**src/rtl/prn_port.sv**
```systemverilog
module prn_port #(
  parameter int SETUP_CLKS  = 2,
  parameter int STROBE_CLKS = 4,
  parameter int HOLD_CLKS   = 2
) (
  input  logic       clk,
  input  logic       rst_n,
  input  logic       reg_sel,
  input  logic       wr_en,
  input  logic [7:0] wr_data,
  output logic [7:0] rd_data,
  output logic [7:0] prn_data,
  output logic       prn_strobe_n,
  input  logic       prn_ack_n,
  input  logic       prn_busy,
  input  logic       prn_paper_end,
  input  logic       prn_select,
  output logic       prn_fault_n
);

  localparam int MAXC = (SETUP_CLKS > STROBE_CLKS) ?
                        ((SETUP_CLKS > HOLD_CLKS) ? SETUP_CLKS : HOLD_CLKS) :
                        ((STROBE_CLKS > HOLD_CLKS) ? STROBE_CLKS : HOLD_CLKS);
  localparam int CW = (MAXC < 2) ? 1 : $clog2(MAXC);
  localparam logic [CW-1:0] SETUP_LD  = CW'(SETUP_CLKS - 1);
  localparam logic [CW-1:0] STROBE_LD = CW'(STROBE_CLKS - 1);
  localparam logic [CW-1:0] HOLD_LD   = CW'(HOLD_CLKS - 1);

  typedef enum logic [1:0] {PH_IDLE, PH_SETUP, PH_PULSE, PH_HOLD} phase_t;

  phase_t        phase;
  logic [CW-1:0] cnt;
  logic [2:0]    ack_q;
  logic [1:0]    busy_q, pend_q, sel_q;
  logic          ready;
  logic [7:0]    status;

  wire data_wr  = wr_en & ~reg_sel;
  wire ctrl_wr  = wr_en &  reg_sel;
  wire ack_fall = ack_q[2] & ~ack_q[1];

  always_ff @(posedge clk or negedge rst_n) begin
    if (!rst_n) begin
      ack_q  <= 3'b111;
      busy_q <= '0;
      pend_q <= '0;
      sel_q  <= '0;
    end else begin
      ack_q  <= {ack_q[1:0], prn_ack_n};
      busy_q <= {busy_q[0], prn_busy};
      pend_q <= {pend_q[0], prn_paper_end};
      sel_q  <= {sel_q[0], prn_select};
    end
  end

  always_ff @(posedge clk or negedge rst_n) begin
    if (!rst_n) begin
      prn_data    <= '0;
      prn_fault_n <= 1'b1;
      ready       <= 1'b1;
    end else begin
      if (data_wr) prn_data <= wr_data;
      if (ctrl_wr) prn_fault_n <= ~wr_data[0];
      if (data_wr) ready <= 1'b0;
      else if (ack_fall) ready <= 1'b1;
    end
  end

  always_ff @(posedge clk or negedge rst_n) begin
    if (!rst_n) begin
      phase <= PH_IDLE;
      cnt   <= '0;
    end else if (data_wr) begin
      phase <= PH_SETUP;
      cnt   <= SETUP_LD;
    end else if (phase != PH_IDLE) begin
      if (cnt != '0) begin
        cnt <= cnt - 1'b1;
      end else begin
        unique case (phase)
          PH_SETUP: begin phase <= PH_PULSE; cnt <= STROBE_LD; end
          PH_PULSE: begin phase <= PH_HOLD;  cnt <= HOLD_LD;   end
          default:  begin phase <= PH_IDLE;  cnt <= '0;        end
        endcase
      end
    end
  end

  assign prn_strobe_n = (phase != PH_PULSE);
  assign status  = {4'b0000, sel_q[1], pend_q[1], busy_q[1], ready};
  assign rd_data = reg_sel ? status : prn_data;

endmodule

```
**config.mk**
```make
export PLATFORM = sky130hd
export DESIGN_NAME = prn_port
export DESIGN_NICKNAME = d
export VERILOG_FILES = /design/src/rtl/prn_port.sv
export SDC_FILE = /design/constraint.sdc
export NUM_CORES = 1
export LEC_CHECK = 0
export BUFFER_PORTS_ARGS = -buffer_cell sky130_fd_sc_hd__buf_4
export CAP_MARGIN = 20
export CELL_PAD_IN_SITES_DETAIL_PLACEMENT = 2
export CELL_PAD_IN_SITES_GLOBAL_PLACEMENT = 2
export CORE_MARGIN = 5
export CORE_UTILIZATION = 25
export DETAILED_ROUTE_END_ITERATION = 12
export GPL_ROUTABILITY_DRIVEN = 0
export PLACE_DENSITY_LB_ADDON = 0.25
export SLEW_MARGIN = 15
export SYNTH_ARGS = -nofsm -noshare
export SYNTH_HDL_FRONTEND = slang
export SYNTH_SLANG_ARGS = --single-unit
```
**constraint.sdc**
```tcl
create_clock -name clk -period 1.7 [get_ports clk]
set_input_delay 0.34 -clock clk [delete_from_list [all_inputs] [get_ports clk]]
set_output_delay 0.34 -clock clk [all_outputs]
set_load 0.05 [all_outputs]
```
# After elaboration in Yosys (flattened, before gate mapping)
# Index checks and enable logic that the tools add are counted.
# W data, S select, Z words.
[word_totals]
reg_bits = 23
out_inout_bits = 18
[op_classes]
addsub = 1
eq_ne = 4
mux = 11
n_bitwise = 6
reduce_logical = 5
[ops]
columns = ["cell", "count"]
rows = [
  ["$mux W2", 6],
  ["$mux W8", 1],
  ["$pmux W2 S2", 2],
  ["$reduce_bool A2 Y1", 4],
  ["$ne A2 B2 Y1 const B", 2],
  ["$and A1 B1 Y1", 3],
  ["$not A1 Y1", 3],
  ["$eq A2 B1 Y1 const B", 1],
  ["$eq A2 B2 Y1 const B", 1],
  ["$mux W1", 2],
  ["$reduce_and A2 Y1", 1],
  ["$sub A2 B1 Y2 const B", 1],
]

# Logic depth before layout (Yosys ltp)
# Gate-level depths: netlist (run 1).
[depth]
depth_word = 5
ltp_mapped = 4
mapped_depth_nobuf = 4

# Worst setup path after synthesis (run 1)
# No wires, ideal clock.
[synth_path]
kind = "flip-flop to output port"
start = "register prn_data[4]"
end = "output port rd_data[4]"
arrival_time_ps = 1401
setup_slack_ps = -41
stages_incl_launch_ff = 2
n_path_buf = 0
path_cell_list = "dfrtp_1 nor2b_1"
[synth_between]
elab_chain_len = 1
[synth_rtl]
columns = ["item", "line", "rtl"]
rows = [
  ["start, declared", "12", "output logic [7:0] prn_data,"],
  ["start signal, assigned", "62", "if (data_wr) prn_data <= wr_data;"],
  ["$mux W8", "91", "assign rd_data = reg_sel ? status : prn_data;"],
  ["end, declared", "11", "output logic [7:0] rd_data,"],
]
# No other way between the ends.

# Final worst setup path (run 1)
[layout_path]
start = "register phase[0]"
end = "output port prn_strobe_n"
[layout_between]
elab_chain_len = 1
[layout_rtl]
columns = ["item", "line", "rtl"]
rows = [
  ["start, declared", "31", "phase_t phase;"],
  ["start signal, assigned", "71", "phase <= PH_IDLE;"],
  ["start signal, assigned", "74", "phase <= PH_SETUP;"],
  ["start signal, assigned", "81", "PH_SETUP: begin phase <= PH_PULSE; cnt <= STROBE_LD; end"],
  ["$ne A2 B2 Y1", "89", "assign prn_strobe_n = (phase != PH_PULSE);"],
  ["end, declared", "13", "output logic prn_strobe_n,"],
]
# No other way between the ends.

==> results.md, run 1 <==
* Status: complete, no violations
* Crit share post-route at 87.3%
* # DRC at 0
* CTS tree: done
* Drt total wl at 2150 um
* Via density per instance at 4.24
* Met2 wire len at between 1000 and 1500 um
* Die Height at between 70 and 80 um
* CP Capture Type: output port
* Post-synthesis sequential area ratio at 61.8%
* Vias at 648
* Pin count of the biggest net entering global routing at 24
* Row count at 22
* Syn Inst Count at 67
* Hold WC Path Type: input pin to flop
* Setup TNS at 0 ns
* Top_reg_cell synth: dfrtp_1
* Async set or reset register ratio after synthesis at 100%
* Clock sink total at 23
* Reg-to-reg slack, setup at 0.23 ns
* Synth area leaders: dfrtp_1 48%, mux2_2 14%, dfstp_2 14%
* Final Slew Violations at 0
* Number of synthesis warnings at 0
* WL met3 at around 96 um
* Quantity of I/O buffers inserted on ports at 33
* Layout area overhead at 40.2%
* Starting density of the core at approximately 26%
* Synth unique cells at 18
* Slew @ Worst Pin at around 0.29 ns
* Worst rel slew slack at 80.7%
* Clk pwr share at about a fifth
* Hold path startpoint: prn_busy
* EDFF count, synth at 0
* Most area-hungry cell type in the Yosys netlist: dfrtp_1
* Int Power at 1050 uW
* Antenna violations before repair at 0
* Vias in the first global route at approximately 750
* Full die area at 0.00509 mm^2
* Post-Syn Area at 941 um^2
* DP Area at 0.00126 mm^2
* Layout cells sized above 1 at a little under three fifths
* RSZ-0062 raised after global routing: false
* Fin. Hold Viols at 0
* Worst-path cell chain: inv_1 -> ha_1 -> inv_1 -> buf_4
* Clk slew on worst S/H paths at 0.08 ns
* Switching part of the total power at 37.3%
* Max Fclk at 0.674 GHz
* Remaining Overflow, GRT at 0
* Final Hold Slack at about 0.18 ns
* H-tree levels at 1
* Highest metal used: met4
* Delay of the slowest critical-path stage at 0.37 ns
* R2R Path Start: phase[1]
* Diodes inserted at 0
* First-pass GRT wire length at ~3800 um
* CP max stage cell: dfrtp_1
* Leakage at 0.000612 uW
* Top cell type's share of synthesized area at 47.9%
* IO Pins at 34
* Maximum clock path buffer count at 2
* Clk_lat worst skew at 0.26 ns
* Post_cts resized at 0
* Final clock skew at 0.00309 ns
* Psw at 625 uW
* Number of max-cap violations at 0
* Flops & latches, synth at 23
* Comb pwr share at 37.1%
* Net count reported at finish at 126
* Overall routing resource usage at 9.49%
* Avg WL per Cell at 14.1 um
* DRT Pass-1 Iters at 2
* Syn Area/Cell at between 10 and 15 um^2
* Final setup vio count at 0
* Die W at 71.4 um
* Placed wire-length estimate at 1640 um
* Post-Syn Nets at 87
* Worst-path maximum fanout at 3
* Startpoint Class: flop
* Post-layout util at 36.0%
* Reg power frac at 42.9%
* Cell mode on critical path: inv_1
* Minimum clock period at about 1.5 ns
* Pwr dens at between 1000 and 1500 mW/mm^2
* Routed met1 length at 832 um
* Crit path DAT at 1.14 ns
* Fin area at 0.00132 mm^2
* CTS Buf Count at 3
* Worst vdd rail ir drop at 0.536 mV
* CP startpoint: phase[0]
* Detail Route Antenna Nets at 0
* Critical path class: flop to output port
* Crit path required time at between 1 and 1.5 ns
* Core area at 0.00366 mm^2
* DR iter-0 viols at 8
* Root Driver: clkbuf_8
## metal layers
layer	track usage, %	vias up
met5	0	-
met4	3.76	0
met3	2.81	5
met2	16.1	16
met1	11.2	323
li1	-	304
## cell usage after synthesis (all sizes together), types with 2 or more instances
cell type / n
a21oi: 2
buf: 2
dfrtp: 18
dfstp: 5
ha: 4
inv: 4
mux2: 12
nand2: 2
nor2b: 6
o31ai: 2
or4b: 3
## registers in the layout (all words and copies together), names as in the netlist
register     cells
ack_q            3
busy_q           2
cnt              2
pend_q           2
phase            2
prn_data         8
prn_fault_n      1
ready            1
sel_q            2
## critical path, delay by kind of cell (launching register included)
kind,cells,cell delay (ns)
adders and majority gates,1,0.20
buffers and inverters,3,0.31
DFF,1,0.37
## worst paths after layout
kind,to,cells after the start
max,prn_strobe_n,4
min,busy_q[0],1
max reg2reg,phase[1],4
min reg2reg,busy_q[1],0
max in group asynchronous,ack_q[0],2
min in group asynchronous,sel_q[1],2
## final cells by class
type                       count  area (um^2)
timing repair buffer          36          273
fill                         393         2340
inverter                       4         15.0
multi-input combinational     38          344
tap                           48         60.1
clock buffer                   4         45.0
sequential                    23          582
## cells by family (layout without fill, tap and decap cells)
logic type	Yosys count	count (layout)	synth area share [%]
DFF	23	23	61.8
buffers and inverters	6	44	2.66
AOI/OAI and AO/OA	8	8	5.59
muxes	13	13	15.4
and+or+nand+nor	13	13	9.18
adders and majority gates	4	4	5.32
## power by group through the flow
stage	clock network [uW]	registers [uW]	logic (uW)
after CTS	353	724	637
after global placement	0	728	617
after detailed placement	0	733	630
after floorplan	0	824	323
after global routing	372	740	680
final	335	719	621
## per-stage QoR
stage               std cells  total power (uW)  setup WS (ns)
floorplan                  67              1150          0.184
global placement          148              1340          0.264
detailed placement        148              1360          0.225
CTS                       153              1710          0.193
global route              153              1790          0.126
finish                    153              1680          0.216
## repair_timing
action	in CTS	in global routing
endpoints found under the hold margin	18	0
setup buffers	0	0
hold buffers	1	0
## layout by cell type, fill, tap and decap left out
cell,netlist,layout
o31ai_1,2,2
nand2_1,2,2
clkbuf_1,0,1
mux2_2,12,12
nand3_1,1,1
a21oi_1,2,2
o21ai_0,1,1
clkbuf_8,0,3
o211ai_1,1,1
inv_1,4,4
or4b_1,3,3
dlygate4sd3_1,0,1
dfrtp_1,18,18
ha_1,4,4
nor2b_2,0,4
mux2i_1,1,1
o21a_1,1,1
nor2b_1,6,2
buf_4,0,35
o21bai_1,1,1
nand2b_1,1,1
dfstp_2,5,5
(Power assumes the default switching activity.)
==> run 2, diff against run 1 <==
--- a/config.mk
+++ b/config.mk
@@ -10,9 +10,10 @@
 export CELL_PAD_IN_SITES_DETAIL_PLACEMENT = 2
 export CELL_PAD_IN_SITES_GLOBAL_PLACEMENT = 2
 export CORE_MARGIN = 5
-export CORE_UTILIZATION = 25
+export CORE_UTILIZATION = 30
 export DETAILED_ROUTE_END_ITERATION = 12
 export GPL_ROUTABILITY_DRIVEN = 0
+export GPL_TIMING_DRIVEN = 0
 export PLACE_DENSITY_LB_ADDON = 0.25
 export SLEW_MARGIN = 15
 export SYNTH_ARGS = -nofsm -noshare
==> results.md, run 2 (synthesis gave the netlist of run 1 again) <==
* Max reg flops at 8
* Final Hold Slack at 0.119 ns
* Reg-to-reg slack, setup at 0.16 ns
* Pin count of the biggest net entering global routing at 24
* Final Slew Violations at 0
* Hold path depth at 1
* Net count reported at finish at about 130
* Worst path buffer plus inverter count at 3
* Pwr dens at 1240 mW/mm^2
* Cell mode on critical path: buf_4
* First-pass GRT wire length at around 3500 um
* Diodes inserted at 0
* R2R cell count at 4
* Met1 Track Usage GR at 11.8%
* Register area at about 580 um^2
* CTS tree: done
* Hold WC Path Type: input pin to flop
* Final setup vio count at 0
* Crit share post-route at 92.9%
* Placed wire-length estimate at 1670 um
* Hold path startpoint: prn_ack_n
* # Post-CTS Setup Buffers at 0
* Slew @ Worst Pin at 0.298 ns
* Die W at 66.0 um
* Overall routing resource usage at 10.6%
* Post-layout util at a little over two fifths
* Number of max-cap violations at 0
* Drt total wl at 2180 um
* Crit path DAT at around 1.2 ns
* Total design power at 1600 uW
* Clock sink total at 23
* Remaining Overflow, GRT at 0
* Max Fclk at around 0.63 GHz
* RSZ-0062 raised after global routing: false
* CP max stage cell: mux2_2
* Row count at 20
* Status: complete, no violations
* Startpoint Class: input pin
* Leakage at 0.000602 uW
* Worst-path maximum fanout at 10
* Met3 GRT Util at 4.42%
* Biggest regs: prn_data (8), ack_q (3)
* Final clock skew at about 0.0022 ns
* Fin. Hold Viols at 0
* GRT busiest layer: met2
* Vias at 670
* Clk_lat worst skew at 0.31 ns
* # DRC at 0
* Area of the multi-input gates at 344 um^2
* Layout cells sized above 1 at 57.1%
* WHS Endpoint: ack_q[0]
* CP Capture Type: output port
* Quantity of I/O buffers inserted on ports at 33
* Layout area overhead at 37.5%
* Layout filler cell count at ~320
* R2r endpoint: cnt[1]
* Commonest non-fill, non-tap cell in the layout: buf_4
* H-tree levels at 1
* Crit path required time at 1.36 ns
* DR iter-0 viols at 22
* IO Pins at 34
* Worst-path cell chain: buf_4 -> buf_2 -> mux2_2 -> buf_4
* Detail Route Antenna Nets at 0
* Grt met2 use at 18.8%
* Die Height at 66.0 um
* Antenna violations before repair at 0
* Full die area at 0.00436 mm^2
* R2R Path Start: phase[0]
* DRT Pass-1 Iters at 2
* Vias in the first global route at 755
* Delay of the slowest critical-path stage at between 0.3 and 0.4 ns
* CP top delay family: buffers and inverters
* Biggest register: prn_data
* Maximum clock path buffer count at 2
* Clk slew on worst S/H paths at 0.13 ns
* Setup TNS at 0 ns
* Critical path class: input pin to output port
* Root Driver: clkbuf_4
* CTS Buf Count at 3
* Avg WL per Cell at 14.7 um
* Commonest cells after routing, fill and taps aside: 33 x buf_4, 18 x dfrtp_1, 12 x mux2_2, 5 x dfstp_2
* Via density per instance at 4.50
* Starting density of the core at 31.1%
* Core area at 0.00303 mm^2
* Worst rel slew slack at approximately four fifths
* Minimum clock period at 1.58 ns
* Worst vdd rail ir drop at 0.580 mV
==> run 2: changes by cell type in the layout (fill, tap and decap cells not counted) <==
cell / previous run / this run
clkbuf_1: 1 / 0
buf_4: 35 / 33
clkinvlp_4: 0 / 1
buf_2: 0 / 2
clkbuf_4: 0 / 3
clkbuf_8: 3 / 0
==> run 2: area by class of cell <==
class,instances,area share [%]
clock buffers,3,1.74
inverters,4,1.16
clock inverters,1,0.580
flip-flops and latches,23,45.0
well taps,44,4.26
multi-input cells,38,26.6
plain buffers,2,0.774
repair buffers,34,19.9
==> run 2: worst max path at each step <==
stage | start | to | slack (ns) | cells after the start
final | reg_sel | rd_data[0] | 0.12 | 4
after global routing | phase[1] | cnt[1] | 0.04 | 4
after detailed placement | reg_sel | rd_data[0] | 0.11 | 4
after CTS | reg_sel | rd_data[0] | 0.10 | 4
after global placement | reg_sel | rd_data[3] | 0.12 | 4
after floorplan | prn_data[4] | rd_data[4] | 0.18 | 1
==> run 2: through the flow <==
stage / area (um^2) / instances / setup WS, ns
CTS: 1290 / 149 / 0.102
global route: 1290 / 149 / 0.0381
detailed placement: 1250 / 144 / 0.106
floorplan: 951 / 67 / 0.184
global placement: 1250 / 144 / 0.121
finish: 1290 / 149 / 0.120
==> run 2: power breakdown <==
group          internal, uW  switching (uW)  leakage [uW]
clock                  89.7             170     0.0000139
combinational           237             381      0.000322
sequential              640            84.3      0.000266
total                   967             635      0.000602
==> run 2: metal layers <==
metal,vias to the layer above,part of all wire [%]
li1,308,-
met3,2,6.8
met1,337,41
met5,-,0
met4,0,0.46
met2,23,52
==> run 2: what timing repair did <==
item | CTS | global route
hold endpoints to repair | 18 | 0
hold buffers | 1 | 0
gates resized for setup | 0 | 0
==> run 3, diff against run 2 <==
--- a/config.mk
+++ b/config.mk
@@ -9,6 +9,7 @@
 export CAP_MARGIN = 20
 export CELL_PAD_IN_SITES_DETAIL_PLACEMENT = 2
 export CELL_PAD_IN_SITES_GLOBAL_PLACEMENT = 2
+export CORE_ASPECT_RATIO = 0.8
 export CORE_MARGIN = 5
 export CORE_UTILIZATION = 30
 export DETAILED_ROUTE_END_ITERATION = 12
==> results.md, run 3 (synthesis gave the netlist of run 1 again) <==
* Minimum clock period at 1.57 ns
* IO Pins at 34
* Hold path depth at 1
* Psw at 628 uW
* Starting density of the core at between 30% and 40%
* R2R cell count at 4
* Comb pwr share at ~37%
* Crit path DAT at about 1.2 ns
* Root Driver: clkbuf_8
* Reg-to-reg slack, setup at around 0.17 ns
* # DRC at 0
* WHS Endpoint: busy_q[0]
* Startpoint Class: input pin
* Clk slew on worst S/H paths at 0.08 ns
* Hold path startpoint: prn_busy
* Vias in the first global route at 728
* Fin. Hold Viols at 0
* CP max stage cell: mux2_2
* Commonest cells after routing, fill and taps aside: 33 x buf_4, 18 x dfrtp_1, 12 x mux2_2, 5 x dfstp_2
* CP Capture Type: output port
* Max reg flops at 8
* Post_cts resized at 0
* First-pass GRT wire length at 3410 um
* Die Height at 60.1 um
* Critical path class: input pin to output port
* Crit share post-route at between 90% and 100%
* Worst-path maximum fanout at 10
* Full die area at 0.00436 mm^2
* Post-layout util at a little over two fifths
* Hold WC Path Type: input pin to flop
* Commonest non-fill, non-tap cell in the layout: buf_4
* Maximum clock path buffer count at 2
* Net count reported at finish at about 130
* Final setup vio count at 0
* Int Power at 1040 uW
* Pwr dens at 1280 mW/mm^2
* Number of max-cap violations at 0
* R2r endpoint: phase[1]
* Layout cells sized above 1 at 57.1%
* Final Hold Slack at 0.180 ns
* Slew @ Worst Pin at 0.286 ns
* Worst vdd rail ir drop at around 0.76 mV
* Detail Route Antenna Nets at 0
* DRT Pass-1 Iters at 2
* Total design power at 1670 uW
* Delay of the slowest critical-path stage at 0.37 ns
* CP top delay family: buffers and inverters
* Via density per instance at 4.58
* Biggest regs: prn_data (8), ack_q (3)
* H-tree levels at 1
* Reg power frac at between 40% and 50%
* DR iter-0 viols at 1
* Worst rel slew slack at 80.9%
* RSZ-0062 raised after global routing: false
* Final Slew Violations at 0
* Pin count of the biggest net entering global routing at 24
* Final clock skew at 0.00302 ns
* Clock sink total at 23
* Overall routing resource usage at 10.3%
* Remaining Overflow, GRT at 0
* Die W at 72.6 um
* Layout filler cell count at between 300 and 400
* Worst path buffer plus inverter count at 3
* Avg WL per Cell at 13.8 um
* Layout area overhead at 38.7%
* Setup TNS at 0 ns
* R2R Path Start: phase[0]
* Row count at 18
* Worst-path cell chain: buf_4 -> buf_2 -> mux2_2 -> buf_4
* Core area at 0.00304 mm^2
* Cell mode on critical path: buf_4
* Clk_lat worst skew at 0.26 ns
* Quantity of I/O buffers inserted on ports at 33
* Clk pwr share at 19.9%
* Status: complete, no violations
* Antenna violations before repair at 0
* Vias at roughly 660
* CTS tree: done
* Register area at 582 um^2
* Switching part of the total power at 37.6%
* CTS Buf Count at 3
* Max Fclk at approximately 0.64 GHz
* Diodes inserted at 0
* Leakage at 0.000613 uW
* Area of the multi-input gates at about 340 um^2
* Drt total wl at 2010 um
* Biggest register: prn_data
* Crit path required time at 1.36 ns
* Placed wire-length estimate at roughly 1600 um
-- run 3: cell types whose count changed in the layout (fill, tap and decap cells not counted) --
cell        delta
clkinv_2       +1
clkinvlp_4     -1
clkbuf_4       -3
clkbuf_8       +3
-- run 3: worst max path at each step --
stage / startpoint / end / slack (ns) / cells after the start
2_1_floorplan: prn_data[4] / rd_data[4] / 0.18 / 1
3_3_place_gp: reg_sel / rd_data[3] / 0.11 / 4
3_5_place_dp: reg_sel / rd_data[2] / 0.11 / 4
4_1_cts: reg_sel / rd_data[2] / 0.1 / 4
5_1_grt: phase[0] / phase[1] / 0.08 / 4
6_report: reg_sel / rd_data[2] / 0.13 / 4
-- run 3: per-layer routing --
layer	global-route usage, %	vias up	wire [um]
li1	-	308	-
met1	12.3	329	851
met2	17.0	25	974
met3	4.87	2	168
met4	2.37	0	10
met5	0	-	0
-- run 3: power groups by stage --
stage | logic (uW) | registers [uW] | clock network [uW]
floorplan | 323 | 824 | 0
CTS | 629 | 725 | 348
global placement | 606 | 727 | 0
finish | 613 | 724 | 332
detailed placement | 627 | 734 | 0
global route | 677 | 740 | 372
-- run 3: worst reg2reg max path: cells and delay by family, from the launching register on --
family,cells,cell delay [ns]
AOI/OAI and AO/OA,1,0.14
adders and majority gates,1,0.29
and+or+nand+nor,1,0.54
DFF,1,0.39
buffers and inverters,1,0.10
-- run 3: per-stage QoR --
stage	instances	setup WS, ns	cell area [um^2]
final	145	0.130	1310
after global routing	145	0.0797	1310
after CTS	145	0.0981	1310
after detailed placement	140	0.115	1250
after global placement	140	0.108	1250
after floorplan	67	0.184	951
-- run 3: timing repair --
item / 4_1_cts / 5_1_grt
hold buffers: 1 / 0
buffers inserted: 0 / 0
endpoints found under the hold margin: 18 / 0
-- run 3: layout make-up --
type                    instances  share of cell area (%)
flip-flops and latches         23                    44.6
multi-input cells              38                    26.4
repair buffers                 34                    19.8
well taps                      40                    3.84
clock buffers                   3                    3.16
inverters                       4                    1.15
plain buffers                   2                   0.767
clock inverters                 1                   0.384
